File: src/rtl/canirq_pkg.sv
package canirq_pkg;

    localparam int STAT_W = 32;

    localparam int POS_RX = 0;
    localparam int POS_TX = 1;
    localparam int POS_EW = 2;
    localparam int POS_OV = 3;
    localparam int POS_EP = 5;
    localparam int POS_AL = 6;
    localparam int POS_BE = 7;
    localparam int POS_ID = 8;

    typedef enum logic [1:0] {
        TRIG_RISE   = 2'd0,
        TRIG_ANY    = 2'd1,
        TRIG_STROBE = 2'd2
    } trig_mode_e;

    typedef enum logic {
        ST_ACTIVE  = 1'b0,
        ST_PASSIVE = 1'b1
    } ep_state_e;

    function automatic logic [STAT_W-1:0] bit_at(input int pos);
        logic [STAT_W-1:0] v;
        v = '0;
        v[pos] = 1'b1;
        return v;
    endfunction

    localparam logic [STAT_W-1:0] LEVEL_MASK  = bit_at(POS_RX);
    localparam logic [STAT_W-1:0] STICKY_MASK =
        bit_at(POS_TX) | bit_at(POS_EW) | bit_at(POS_OV) | bit_at(POS_EP) |
        bit_at(POS_AL) | bit_at(POS_BE) | bit_at(POS_ID);

endpackage

File: src/rtl/canirq_trig.sv
module canirq_trig
    import canirq_pkg::*;
#(
    parameter int         WIDTH = 1,
    parameter trig_mode_e MODE  = TRIG_RISE
) (
    input  logic             clk,
    input  logic             rst_n,
    input  logic [WIDTH-1:0] sig,
    output logic             hit
);

    generate
        if (MODE == TRIG_STROBE) begin : g_strobe
            assign hit = |sig;
        end else begin : g_edge
            logic [WIDTH-1:0] prev_q;

            always_ff @(posedge clk or negedge rst_n) begin
                if (!rst_n) prev_q <= '0;
                else        prev_q <= sig;
            end

            if (MODE == TRIG_ANY) begin : g_any
                assign hit = |(sig ^ prev_q);
            end else begin : g_rise
                assign hit = |(sig & ~prev_q);
            end
        end
    endgenerate

endmodule

File: src/rtl/canirq_ep_fsm.sv
module canirq_ep_fsm
    import canirq_pkg::*;
(
    input  logic clk,
    input  logic rst_n,
    input  logic passive_i,
    output logic flip_o
);

    ep_state_e state_q, state_d;

    always_comb begin
        state_d = state_q;
        unique case (state_q)
            ST_ACTIVE:  if (passive_i)  state_d = ST_PASSIVE;
            ST_PASSIVE: if (!passive_i) state_d = ST_ACTIVE;
            default:    state_d = ST_ACTIVE;
        endcase
    end

    always_ff @(posedge clk or negedge rst_n) begin
        if (!rst_n) state_q <= ST_ACTIVE;
        else        state_q <= state_d;
    end

    always_comb begin
        flip_o = 1'b0;
        unique case (state_q)
            ST_ACTIVE:  flip_o = passive_i;
            ST_PASSIVE: flip_o = !passive_i;
            default:    flip_o = 1'b0;
        endcase
    end

endmodule

File: src/rtl/canirq_stat_reg.sv
module canirq_stat_reg #(
    parameter int             W           = 32,
    parameter logic [W-1:0]   LEVEL_BITS  = '0,
    parameter logic [W-1:0]   STICKY_BITS = '0
) (
    input  logic         clk,
    input  logic         rst_n,
    input  logic [W-1:0] set_ev,
    input  logic [W-1:0] lvl,
    input  logic         rd,
    output logic [W-1:0] q
);

    genvar i;
    generate
        for (i = 0; i < W; i++) begin : g_bit
            if (LEVEL_BITS[i]) begin : g_level
                logic bit_q;
                always_ff @(posedge clk or negedge rst_n) begin
                    if (!rst_n) bit_q <= 1'b0;
                    else        bit_q <= lvl[i];
                end
                assign q[i] = bit_q;
            end else if (STICKY_BITS[i]) begin : g_sticky
                logic bit_q;
                always_ff @(posedge clk or negedge rst_n) begin
                    if (!rst_n) bit_q <= 1'b0;
                    else        bit_q <= set_ev[i] | (bit_q & ~rd);
                end
                assign q[i] = bit_q;
            end else begin : g_zero
                assign q[i] = 1'b0;
            end
        end
    endgenerate

endmodule

File: src/rtl/canirq_status.sv
module canirq_status
    import canirq_pkg::*;
(
    input  logic              clk,
    input  logic              rst_n,
    input  logic              rx_nonempty_i,
    input  logic              tx_released_i,
    input  logic              err_stat_i,
    input  logic              bus_stat_i,
    input  logic              overrun_i,
    input  logic              err_passive_i,
    input  logic              arb_lost_i,
    input  logic              bus_err_i,
    input  logic              idle_i,
    input  logic [STAT_W-1:0] irq_en_i,
    input  logic              rd_strobe_i,
    output logic [STAT_W-1:0] status_o,
    output logic              irq_o
);

    logic tx_hit, ew_hit, ov_hit, ep_hit, al_hit, be_hit, id_hit;
    logic [STAT_W-1:0] raw_ev, raw_lvl;

    canirq_trig #(.WIDTH(1), .MODE(TRIG_RISE)) u_tx (
        .clk(clk), .rst_n(rst_n), .sig(tx_released_i), .hit(tx_hit));

    canirq_trig #(.WIDTH(2), .MODE(TRIG_ANY)) u_ew (
        .clk(clk), .rst_n(rst_n), .sig({bus_stat_i, err_stat_i}), .hit(ew_hit));

    canirq_trig #(.WIDTH(1), .MODE(TRIG_RISE)) u_ov (
        .clk(clk), .rst_n(rst_n), .sig(overrun_i), .hit(ov_hit));

    canirq_trig #(.WIDTH(1), .MODE(TRIG_STROBE)) u_al (
        .clk(clk), .rst_n(rst_n), .sig(arb_lost_i), .hit(al_hit));

    canirq_trig #(.WIDTH(1), .MODE(TRIG_STROBE)) u_be (
        .clk(clk), .rst_n(rst_n), .sig(bus_err_i), .hit(be_hit));

    canirq_trig #(.WIDTH(1), .MODE(TRIG_RISE)) u_id (
        .clk(clk), .rst_n(rst_n), .sig(idle_i), .hit(id_hit));

    canirq_ep_fsm u_ep (
        .clk(clk), .rst_n(rst_n), .passive_i(err_passive_i), .flip_o(ep_hit));

    always_comb begin
        raw_ev          = '0;
        raw_ev[POS_TX]  = tx_hit;
        raw_ev[POS_EW]  = ew_hit;
        raw_ev[POS_OV]  = ov_hit;
        raw_ev[POS_EP]  = ep_hit;
        raw_ev[POS_AL]  = al_hit;
        raw_ev[POS_BE]  = be_hit;
        raw_ev[POS_ID]  = id_hit;
        raw_lvl         = '0;
        raw_lvl[POS_RX] = rx_nonempty_i;
    end

    canirq_stat_reg #(
        .W(STAT_W), .LEVEL_BITS(LEVEL_MASK), .STICKY_BITS(STICKY_MASK)
    ) u_reg (
        .clk(clk), .rst_n(rst_n),
        .set_ev(raw_ev & irq_en_i),
        .lvl(raw_lvl & irq_en_i),
        .rd(rd_strobe_i),
        .q(status_o)
    );

    assign irq_o = |status_o;

endmodule

File: config.mk
export PLATFORM = sky130hd
export DESIGN_NAME = canirq_status
export DESIGN_NICKNAME = d
export VERILOG_FILES = /design/src/rtl/canirq_pkg.sv /design/src/rtl/canirq_trig.sv /design/src/rtl/canirq_ep_fsm.sv /design/src/rtl/canirq_stat_reg.sv /design/src/rtl/canirq_status.sv
export SDC_FILE = /design/constraint.sdc
export NUM_CORES = 1
export LEC_CHECK = 0
export ABC_AREA = 0
export BUFFER_PORTS_ARGS = -buffer_cell sky130_fd_sc_hd__buf_4
export CAP_MARGIN = 20
export CORE_ASPECT_RATIO = 0.8
export CORE_UTILIZATION = 30
export DETAILED_ROUTE_END_ITERATION = 7
export MAX_ROUTING_LAYER = met4
export PLACE_DENSITY = 0.71
export SLEW_MARGIN = 20
export SYNTH_ARGS = -nofsm -noshare
export SYNTH_HDL_FRONTEND = slang
export SYNTH_SLANG_ARGS = --single-unit
File: constraint.sdc
create_clock -name clk -period 1.2 [get_ports clk]
set_clock_uncertainty 0.1 [all_clocks]
set_input_delay 0.12 -clock clk [delete_from_list [all_inputs] [get_ports clk]]
set_output_delay 0.12 -clock clk [all_outputs]
set_load 0.02 [all_outputs]
== Yosys cells after proc, flatten, opt, wreduce, memory -nomap -nowiden ==
Index checks and enable logic that the tools add are counted.

* Output and inout port bits: 33
* Logic and storage cells: 43
* Input port bits: 44
* Flip-flop bits (word level): 14

* Muxes and demuxes: 2
* Bitwise logic cells: 25
* Reductions and logical operators: 3

{| class="wikitable"
|+ Operators by type and width
! operator !! number
|-
| $and 1x1->1 || 11
|-
| $and 9x9->9 || 1
|-
| $reduce_or 8->1 || 1
|-
| $or 1x1->1 || 7
|-
| $not 1->1 || 5
|-
| $pmux 1 s2 || 1
|-
| $reduce_or 2->1 || 1
|-
| $xor 2x2->2 || 1
|-
| $logic_not 1->1 || 1
|-
| $mux 1 || 1
|}

== Depth between registers and ports, before layout ==
Gate-level depths: netlist of run 1.

* Depth in word-level cells: 4
* Gate-level depth with buffers: 3
* Mapped depth without buffers: 3

== By module ==
Synthesis of run 1 repeated with hierarchy kept, for this count alone.

* Cells, all modules: 84
* Area total of the unflattened synthesis: 865.8 µm²

{| class="wikitable"
|+ By module, submodules not included
! module !! cells each !! seq. area each (µm²) !! area each (µm²) !! instances
|-
| canirq_stat_reg || 49 || 200.2 || 500.5 || 1
|-
| canirq_status || 20 || 0.0 || 128.9 || 1
|-
| canirq_trig (u_id ...) || 2 || 25.0 || 38.8 || 3
|-
| canirq_trig (u_ew) || 5 || 50.0 || 71.3 || 1
|-
| canirq_ep_fsm || 2 || 25.0 || 33.8 || 1
|-
| canirq_trig (u_al ...) || 1 || 0.0 || 7.5 || 2
|}

== Worst setup path before layout of run 1 ==
Ideal clock, no wire load.

* Path kind: flip-flop to output port
* Start: reg u_reg.g_bit[2].g_sticky.bit_q
* End: out irq_o
* Data required time: 0.980 ns
* Arrival time: 0.800 ns
* Path buffers: 0
* Slack: 0.180 ns
* Cell stages (with the launch flop): 3
* Cells stage by stage: dfrtp_1 nor4_1 nand2_1

* Cells in the longest elaborated chain, start to end: 1

{| class="wikitable"
|+ RTL lines
! what !! RTL line !! text
|-
| start: declaration || canirq_stat_reg.sv:25 || <nowiki>logic bit_q;</nowiki>
|-
| start signal: assignment || canirq_stat_reg.sv:28 || <nowiki>else bit_q <= set_ev[i] | (bit_q & ~rd);</nowiki>
|-
| $reduce_or 8->1 || canirq_status.sv:68 || <nowiki>assign irq_o = |status_o;</nowiki>
|-
| end: declaration || canirq_status.sv:18 || <nowiki>output logic irq_o</nowiki>
|}

No other way between the ends.

== Worst setup path after layout of run 1 ==
Ends and elaborated chain as after synthesis.

==> reports/metrics.yaml, run 1 <==
switching_share_pct: 29.24
p_per_area_nw_per_um2: 1107
area_delta_synth_final_pct: 44.39
synth_edf_count: 0
finalHoldViolCount: 0
diodes: 0
grt_max_degree: 15
numClockSinks: 14
crit_slowest_cell: "dfrtp_1"
critPathLaunchType: "flop"
vdd_ir_drop_max_uv: 372.8
cts_tree: "done"
power_frac_seq_pct: 45.2
setup_tns_ps: -216.9
violations: "design-rule violations, negative setup slack"
synthFlopType: "dfrtp_1"
slew_viol_final: 0
grt.total_usage_pct: 11.43
die_w_um: 57.37
ioPinCount: 77
path_delay_family: "flip-flops"
drt-pass1-iter-count: 6
rsz0062_at_grt: "true"
core_um2: 2233
cp_cell_sequence: "nor4_2 > nand2_1 > buf_6"
synth.distinct_cells: 11
fin_nets: 161
gp_congestion: 0.6784
switchingPower_uw: 343.9
reg2reg_slack_ps: 250
crit_type: "reg -> out"
drtIter0Drc: 9
period_share_pct: 118.1
synth.cell_area_um2: 735.7
placed_cell_area_um2: 823.3
fin_area_um2: 1062
critPathBufInv: 1
synth.area.top_cells: "dfrtp_1 (48%), buf_4 (33%), inv_1 (3.6%)"
synth_common_cells: "buf_4 (32), dfrtp_1 (14), inv_1 (7), nand2_1 (7)"
intPower_uw: 832.3
antenna_left: 0
p_leak_nw: 0.5554
hold_class: "in -> reg"
dp_hpwl_um: 979.7
first_global_vias: 520
fin_ws_ps: -216.9
required_ps: 980
run_status: "finished, violations left"
rows: 15
max_freq_ghz: 0.7058
dieHeight_um: 46.30
synth.most_common_cell: "buf_4"
yosysWarnings: 0
clockBufferDepth: 2
clk_latency_ps: 280
drc: 3
power_frac_comb_pct: 26.1
grt-ovfl-total: 0
grt_pass1_wl_mm: 2.076
start_util_pct: 32.94
cts.clk_slew.worst_paths_ps: 80
synthCells: 75
wl_mm: 1.395
htreeDepth: 1
slowest_delay_ps: 410
period_needed_ps: 1417
ys_ff_latch: 14
dieArea_um2: 2656
drive_gt1_share_pct: 31.03
synth-async-reset-ratio_pct: 100.0
netlist.area_leader.share_pct: 47.62
cts_buffers: 3
drt-vias-per-instance: 3.773
vias: 532
clkPwrFrac_pct: 28.7
crit_fanout: 2
antenna_found_initial: 0
syn_avg_cell_area_um2: 9.809
wl_per_cell_um: 9.894
io_buffers: 28
max_cap_violations: 0
finalSetupViolCount: 1
ys_seq_area_share_pct: 47.62
crit_arrival_ps: 1200
endpoint_kind: "output pin"
yosys.area.top_type: "dfrtp_1"
cts_root_buf: "clkbuf_4"
kinds of logic (layout without fill, tap and decap cells):
| family | Yosys count | in the layout | share of synthesized area [%] |
|---|---|---|---|
| buf+inv | 39 | 57 | 36.23 |
| flops | 14 | 14 | 47.62 |
| simple gates | 10 | 10 | 6.123 |
| compound gates | 8 | 8 | 5.952 |
| xor+xnor | 3 | 3 | 3.572 |
| other cells | 1 | 24 | 0.5097 |
sequential cells by signal, summed over array words and instances (netlist names):
name and cells:
u_tx.g_edge.prev_q 1, u_ew.g_edge.prev_q 2, u_reg.g_bit.g_level.bit_q 1, u_ep.state_q 1, u_id.g_edge.prev_q 1, u_reg.g_bit.g_sticky.bit_q 7, u_ov.g_edge.prev_q 1
cells in the final DEF, fill, tap and decap left out, drive strengths merged:
cell type | Yosys | layout
o22ai | 3 | 3
buf | 32 | 30
and2 | 1 | 1
inv | 7 | 7
o21ai | 5 | 5
nor4 | 2 | 2
clkbuf | 0 | 4
dlygate4sd3 | 0 | 16
dfrtp | 14 | 14
xor2 | 3 | 3
nand2 | 7 | 7
conb | 1 | 24
per-layer routing:
| layer | wire (µm) | global-route usage [%] | vias to the layer above | part of all wire, % |
|---|---|---|---|---|
| met5 | 0 | - | - | 0 |
| met4 | 34 | 8.780 | 0 | 2.4 |
| met3 | 91 | 1.124 | 5 | 6.5 |
| met2 | 702 | 21.40 | 34 | 50 |
| met1 | 567 | 11.30 | 233 | 41 |
| li1 | - | - | 260 | - |
cell type report:
type,count,area (µm²)
fillers,224,1171
well taps,25,31.28
multi-input cells,45,217.7
inverters,7,26.28
flip-flops and latches,14,350.3
repair buffers,46,400.4
clock buffers,4,36.28
per-stage QoR:
stage	hold slack [ps]	std cells	utilization [%]	total power [mW]	setup WS, ps
6_report	2.069	141	47.56	1.176	-216.9
5_1_grt	20.60	141	47.56	1.236	-298.4
4_1_cts	1.322	141	46.78	1.169	-237.8
3_5_place_dp	-124.4	119	36.86	0.7804	37.76
3_3_place_gp	-128.9	119	36.86	0.7732	64.14
2_1_floorplan	-275.6	98	-	0.7598	180.3
repair_timing:
item,4_1_cts,5_1_grt
resized for setup,2,4
hold buffers,16,0
hold endpoints to repair,28,0
endpoints found under the setup margin,1,2
pin swaps,2,0
gates cloned,0,0
setup buffers,2,0
path summary, 6_finish.rpt:
check / startpoint / cells past startpoint / to
max in group asynchronous: rst_n / 2 / u_reg.g_bit[8].g_sticky.bit_q
min reg2reg: u_ov.g_edge.prev_q / 1 / u_reg.g_bit[3].g_sticky.bit_q
max: u_reg.g_bit[2].g_sticky.bit_q / 3 / irq_o
min in group asynchronous: rst_n / 2 / u_ov.g_edge.prev_q
min: irq_en_i[3] / 3 / u_reg.g_bit[3].g_sticky.bit_q
max reg2reg: u_ew.g_edge.prev_q[0] / 3 / u_reg.g_bit[2].g_sticky.bit_q
power groups by stage:
stage	Clock (mW)	Sequential [mW]	Combinational [mW]
2_1_floorplan	0	0.532	0.228
3_3_place_gp	0	0.536	0.237
3_5_place_dp	0	0.539	0.242
4_1_cts	0.342	0.530	0.298
5_1_grt	0.366	0.536	0.334
6_report	0.338	0.531	0.307
worst reg2reg max path, delay by kind of cell, from the launching register on:
family | cells | cell delay [ps]
DFF | 1 | 380
AOI/OAI and AO/OA | 2 | 200
xor gates and xnor gates | 1 | 160
(Power assumes the default switching activity.)
==> run 2: changes to the inputs <==
Settings changed: PLACE_DENSITY 0.71 to 0.67, SYNTH_HIERARCHICAL set to 1.
==> run 2 against run 1 <==
  * The flow finishes with violations (negative setup slack)
  * Area after synthesis is 17% higher
  * Sequential share of layout area down 4.0 points
  * Non-clock buffer count shrank 1
  * Synthesized cell count grew 11%
  * Clock power barely moved
  * Routed wire length up 10%
  * Worst hold slack improved by 17 ps
  * Worst setup slack got worse by 260 ps
  * Total power increased by 4.4%
  * Clock-buffer cell count unchanged
  * Critical endpoint unchanged
  * Largest power group unchanged
==> reports/metrics.yaml, run 2 <==
run_status: "finished, violations left"  # unchanged
violations: "negative setup slack"  # was design-rule violations, negative setup slack
dieArea_um2: 3093  # was 2656 µm²
period_share_pct: 139.4  # was 118.1%
drc: 0  # was 3
largestRegisters: "u_reg/g_bit.g_sticky.bit_q (7), u_ew/g_edge.prev_q (2)"  # was u_reg.g_bit.g_sticky.bit_q (7), u_ew.g_edge.prev_q (2)
fin_ws_ps: -472.7  # was -216.9 ps
wl_per_cell_um: 9.796  # was 9.894 µm
setup_tns_ps: -472.7  # was -216.9 ps
max_freq_ghz: 0.5978  # was 0.7058 GHz
grt.total_usage_pct: 11.80  # was 11.43%
area_delta_synth_final_pct: 40.20  # was 44.39%
reg2reg_slack_ps: 100  # was 250 ps
period_needed_ps: 1673  # was 1417 ps
drt-pass1-iter-count: 1  # was 6
dp.cells: 144  # was 119
grt-ovfl-total: 0  # unchanged
dieHeight_um: 49.95  # was 46.30 µm
cts.clk_slew.worst_paths_ps: 90  # was 80 ps
crit_arrival_ps: 1450  # was 1200 ps
cts_tree: "done"  # unchanged
endpoint_kind: "output pin"  # unchanged
finalSetupViolCount: 1  # unchanged
rsz0062_at_grt: "true"  # unchanged
antenna_left: 0  # unchanged
first_global_vias: 611  # was 520
wl_mm: 1.538  # was 1.395 mm
diodes: 0  # unchanged
cts_root_buf: "clkbuf_4"  # unchanged
p_leak_nw: 0.6385  # was 0.5554 nW
syn_avg_cell_area_um2: 10.39  # was 9.809 µm²
start_util_pct: 33.38  # was 32.94%
grt_pass1_wl_mm: 2.442  # was 2.076 mm
cts_setup_buffers: 0  # was 2
layout_common_cells: "buf_4 (24), conb_1 (24), dfrtp_1 (14)"  # was buf_4 (26), conb_1 (24), dlygate4sd3_1 (16)
io_buffers: 28  # unchanged
core_um2: 2582  # was 2233 µm²
power.total_mw: 1.228  # was 1.176 mW
drt-vias-per-instance: 3.866  # was 3.773
critPathLaunchType: "flop"  # unchanged
die_w_um: 61.94  # was 57.37 µm
antenna_found_initial: 0  # unchanged
synth.cell_area_um2: 862.1  # was 735.7 µm²
largest_reg_flops: 7  # unchanged
grt_max_degree: 15  # unchanged
p_per_area_nw_per_um2: 1016  # was 1107 nW/µm²
max_cap_violations: 0  # unchanged
drive_gt1_share_pct: 41.32  # was 31.03%
fin_nets: 166  # was 161
vias: 607  # was 532
crit_fanout: 2  # unchanged
hold_class: "in -> reg"  # unchanged
crit_type: "reg -> out"  # unchanged
dp_hpwl_mm: 1.266  # was 979.7 µm
cts_buffers: 3  # unchanged
clk_latency_ps: 280  # about the same
finalHoldViolCount: 0  # unchanged
ioPinCount: 77  # unchanged
htreeDepth: 1  # unchanged
regMostFlops: "u_reg/g_bit.g_sticky.bit_q"  # was u_reg.g_bit.g_sticky.bit_q
required_ps: 980  # about the same
gp_congestion: 0.7046  # was 0.6784
layoutNonFillerInstCount: 157  # was 141
slew_viol_final: 0  # unchanged
vdd_ir_drop_max_uv: 542.3  # was 372.8 µV
numClockSinks: 14  # unchanged
rows: 16  # was 15
clockBufferDepth: 2  # unchanged
synthCells: 83  # was 75
yosysWarnings: 6  # was 0
drtIter0Drc: 0  # was 9
==> run 2: stage by stage <==
| stage | setup slack [ps] | hold slack [ps] | instance area [µm²] | util [%] |
|---|---|---|---|---|
| 6_report | -472.7 | 18.67 | 1209 | 46.80 |
| 2_1_floorplan | -138.3 | -275.6 | 960.9 | - |
| 4_1_cts | -526.2 | 13.25 | 1151 | 44.57 |
| 5_1_grt | -551.5 | 19.20 | 1209 | 46.80 |
| 3_5_place_dp | -228.2 | -123.1 | 1017 | 39.39 |
| 3_3_place_gp | -221.9 | -123.8 | 1017 | 39.39 |
==> run 2: area by class of cell <==
type / count / area (µm²)
fill: 256 / 1374
timing repair buffer: 45 / 405.4
multi-input combinational: 57 / 367.9
sequential: 14 / 350.3
tap: 36 / 45.04
clock buffer: 4 / 36.28
inverter: 1 / 3.754
==> run 2: timing repair <==
item                                    in CTS  in global routing
endpoints found under the setup margin       2                 10
pin swaps                                    2                  1
hold endpoints to repair                    21                  0
gates resized for setup                      2                 13
hold buffers                                 9                  0
==> run 2: metal layers <==
| metal | GRT usage, % | wire length [µm] |
|---|---|---|
| met1 | 11.26 | 597 |
| met2 | 19.71 | 742 |
| met3 | 4.724 | 166 |
| met4 | 6.667 | 30 |
| met5 | - | 0 |
==> run 2: worst max-delay path: stages, from the launching register on <==
cell	delay [ps]
dfrtp_1	390
nor4_2	280
nand4_1	130
or2_4	250
buf_6	130
==> run 2: report_power, final <==
group / internal (mW) / switching [mW]
Clock: 0.185 / 0.151
Sequential: 0.505 / 0.0257
Combinational: 0.181 / 0.180
Total: 0.871 / 0.357
==> run 2: path summary, 6_finish.rpt <==
check,startpoint,endpoint,cells past startpoint
min in group asynchronous,rst_n,u_reg/g_bit[6].g_sticky.bit_q,2
worst min-delay path,irq_en_i[1],u_reg/g_bit[1].g_sticky.bit_q,3
worst max register to register,u_ew/g_edge.prev_q[0],u_reg/g_bit[2].g_sticky.bit_q,4
worst max-delay path,u_reg/g_bit[2].g_sticky.bit_q,irq_o,4
worst min register to register,u_reg/g_bit[8].g_sticky.bit_q,u_reg/g_bit[8].g_sticky.bit_q,2
max in group asynchronous,rst_n,u_reg/g_bit[2].g_sticky.bit_q,2
==> run 3: changes to the inputs <==
Settings changed: ABC_AREA 0 to 1, CTS_CLUSTER_DIAMETER set to 30, PLACE_DENSITY 0.67 to 0.64.
Clock period 1.2 ns to 1.93 ns, I/O delays scaled along.
==> run 3 against run 2 <==
  * The run now ends clean
  * Total power is 40% lower
  * Sequential share of layout area shrank 0.12 points
  * Critical path depth is 3 higher
  * Worst setup slack improved by 920 ps
  * Sequential power is 38% lower
  * Die area grew 17%
==> reports/metrics.yaml, run 3 <==
rsz0062_at_grt: "false"  # was true
run_status: "complete, no violations"  # was finished, violations left
area_delta_synth_final_pct: 20.05  # was 40.20%
io_buffers: 28  # unchanged
fin_nets: 223  # was 166
cts_setup_buffers: 0  # unchanged
numClockSinks: 14  # unchanged
power_frac_seq_pct: 44.2  # was 43.2%
ioPinCount: 77  # unchanged
gp_congestion: 0.6705  # was 0.7046
drt-vias-per-instance: 3.401  # was 3.866
cts_resized: 0  # was 2
finalHoldViolCount: 0  # unchanged
clk_latency_ps: 230  # was 280 ps
die_w_um: 66.90  # was 61.94 µm
critPathLaunchType: "flop"  # unchanged
nFillCells: 342  # was 256
drc: 0  # unchanged
setup_tns_ps: 0  # was -472.7 ps
switching_share_pct: 28.98  # was 29.07%
drt-pass1-iter-count: 2  # was 1
vias: 738  # was 607
grt-ovfl-total: 0  # unchanged
layoutNonFillerInstCount: 217  # was 157
period_share_pct: 76.76
start_util_pct: 32.06  # was 33.38%
antenna_found_initial: 0  # unchanged
switchingPower_uw: 214.8  # was 357.0 µW
dieArea_um2: 3607  # was 3093 µm²
busiest_layer: "met2"  # unchanged
grt_pass1_wl_mm: 2.187  # was 2.442 mm
cts_root_buf: "clkbuf_8"  # was clkbuf_4
p_per_area_nw_per_um2: 610.8  # was 1016 nW/µm²
wl_per_cell_um: 6.521  # was 9.796 µm
largest_reg_flops: 7  # unchanged
cts_tree: "done"  # unchanged
clockBufferDepth: 2  # unchanged
wl_mm: 1.415  # was 1.538 mm
reg2reg_slack_ps: 960  # was 100 ps
final_common_cell: "nand2_1"
synth.cell_area_um2: 1011  # was 862.1 µm²
drive_gt1_share_pct: 20.34  # was 41.32%
cts.clk_slew.worst_paths_ps: 50  # was 90 ps
endpoint_kind: "output pin"  # unchanged
max_cap_violations: 0  # unchanged
grt.total_usage_pct: 8.224  # was 11.80%
crit_fanout: 3  # was 2
hold_class: "in -> reg"  # unchanged
diodes: 0  # unchanged
clkPwrFrac_pct: 30.2  # was 27.4%
dp.cells: 207  # was 144
power_frac_comb_pct: 25.6  # was 29.4%
htreeDepth: 1  # unchanged
vdd_ir_drop_max_uv: 368.1  # was 542.3 µV
crit_arrival_ps: 1190  # was 1450 ps
dieHeight_um: 53.92  # was 49.95 µm
grt_max_degree: 15  # unchanged
regMostFlops: "u_reg/g_bit.g_sticky.bit_q"  # unchanged
intPower_uw: 526.5  # was 870.9 µW
period_needed_ps: 1481
largestRegisters: "u_reg/g_bit.g_sticky.bit_q (7), u_ew/g_edge.prev_q (2)"  # unchanged
dp_hpwl_mm: 1.194  # was 1.266 mm
syn_avg_cell_area_um2: 6.740  # was 10.39 µm²
grt_use_met1_pct: 9.744  # was 11.26%
layout_common_cells: "nand2_1 (41), inv_1 (38), buf_4 (28)"  # was buf_4 (24), conb_1 (24), dfrtp_1 (14)
first_global_vias: 602  # was 611
crit_type: "reg -> out"  # unchanged
antenna_left: 0  # unchanged
grtUsageMet2_pct: 14.65  # was 19.71%
p_leak_nw: 0.7490  # was 0.6385 nW
core_um2: 3153  # was 2582 µm²
finalSetupViolCount: 0  # was 1
slew_viol_final: 0  # unchanged
synthCells: 150  # was 83
rows: 18  # was 16
drtIter0Drc: 6  # was 0
max_freq_ghz: 0.6750
grt_use_met3_pct: 1.271  # was 4.724%
yosysWarnings: 6  # unchanged
cts_buffers: 3  # unchanged
required_ps: 1640  # was 980 ps
[run 3: routing by layer]
| metal | share of wire [%] | routed length [µm] | up-vias |
|---|---|---|---|
| met3 | 7.4 | 105 | 0 |
| met5 | 0 | 0 | - |
| met1 | 46 | 650 | 292 |
| met4 | 0 | 0 | 0 |
| met2 | 47 | 660 | 31 |
| li1 | - | - | 415 |
[run 3: stage by stage]
step	util (%)	instance area [µm²]	setup slack, ps	hold WS [ps]	total power [mW]
floorplan	-	1097	680.8	-202.6	0.5038
global placement	34.96	1102	667.2	-51.25	0.5092
detailed placement	34.96	1102	663.4	-48.51	0.5109
CTS	38.49	1214	400.0	36.42	0.7507
global route	38.49	1214	268.6	68.21	0.7917
finish	38.49	1214	448.6	37.77	0.7413
[run 3: final timing paths]
kind / from / to / cells after the start
worst max-delay path: u_reg/g_bit[8].g_sticky.bit_q / irq_o / 7
worst min-delay path: irq_en_i[0] / u_reg/g_bit[0].g_level.bit_q / 3
worst max register to register: u_ew/g_edge.prev_q[1] / u_reg/g_bit[2].g_sticky.bit_q / 8
worst min register to register: u_reg/g_bit[5].g_sticky.bit_q / u_reg/g_bit[5].g_sticky.bit_q / 2
max in group asynchronous: rst_n / u_ew/g_edge.prev_q[0] / 2
min in group asynchronous: rst_n / u_ov/g_edge.prev_q / 2
[run 3: layout make-up]
type	count	area (µm²)	area share [%]
timing repair buffer	35	280.3	23.09
multi-input combinational	86	345.3	28.45
sequential	14	350.3	28.87
inverter	39	146.4	12.06
tap	40	50.05	4.124
clock buffer	3	41.29	3.402
[run 3: power groups by stage]
stage / clock, mW / sequential, mW / combinational [mW]
after global placement: 0 / 0.332 / 0.177
after CTS: 0.233 / 0.328 / 0.189
after floorplan: 0 / 0.327 / 0.177
after global routing: 0.247 / 0.330 / 0.215
after detailed placement: 0 / 0.333 / 0.178
final: 0.224 / 0.328 / 0.189
[run 3: repair_timing]
| item | CTS | global route |
|---|---|---|
| hold buffers | 7 | 0 |
| endpoints found under the setup margin | 0 | 0 |
| endpoints found under the hold margin | 20 | 0 |
[run 3: critical path, cell delays in order (launching register included)]
cell and delay (ps):
dfrtp_1 390, inv_1 60, nand2_1 50, nor2_1 90, nand2_1 60, nor2_1 90, nand2_1 60, buf_4 150
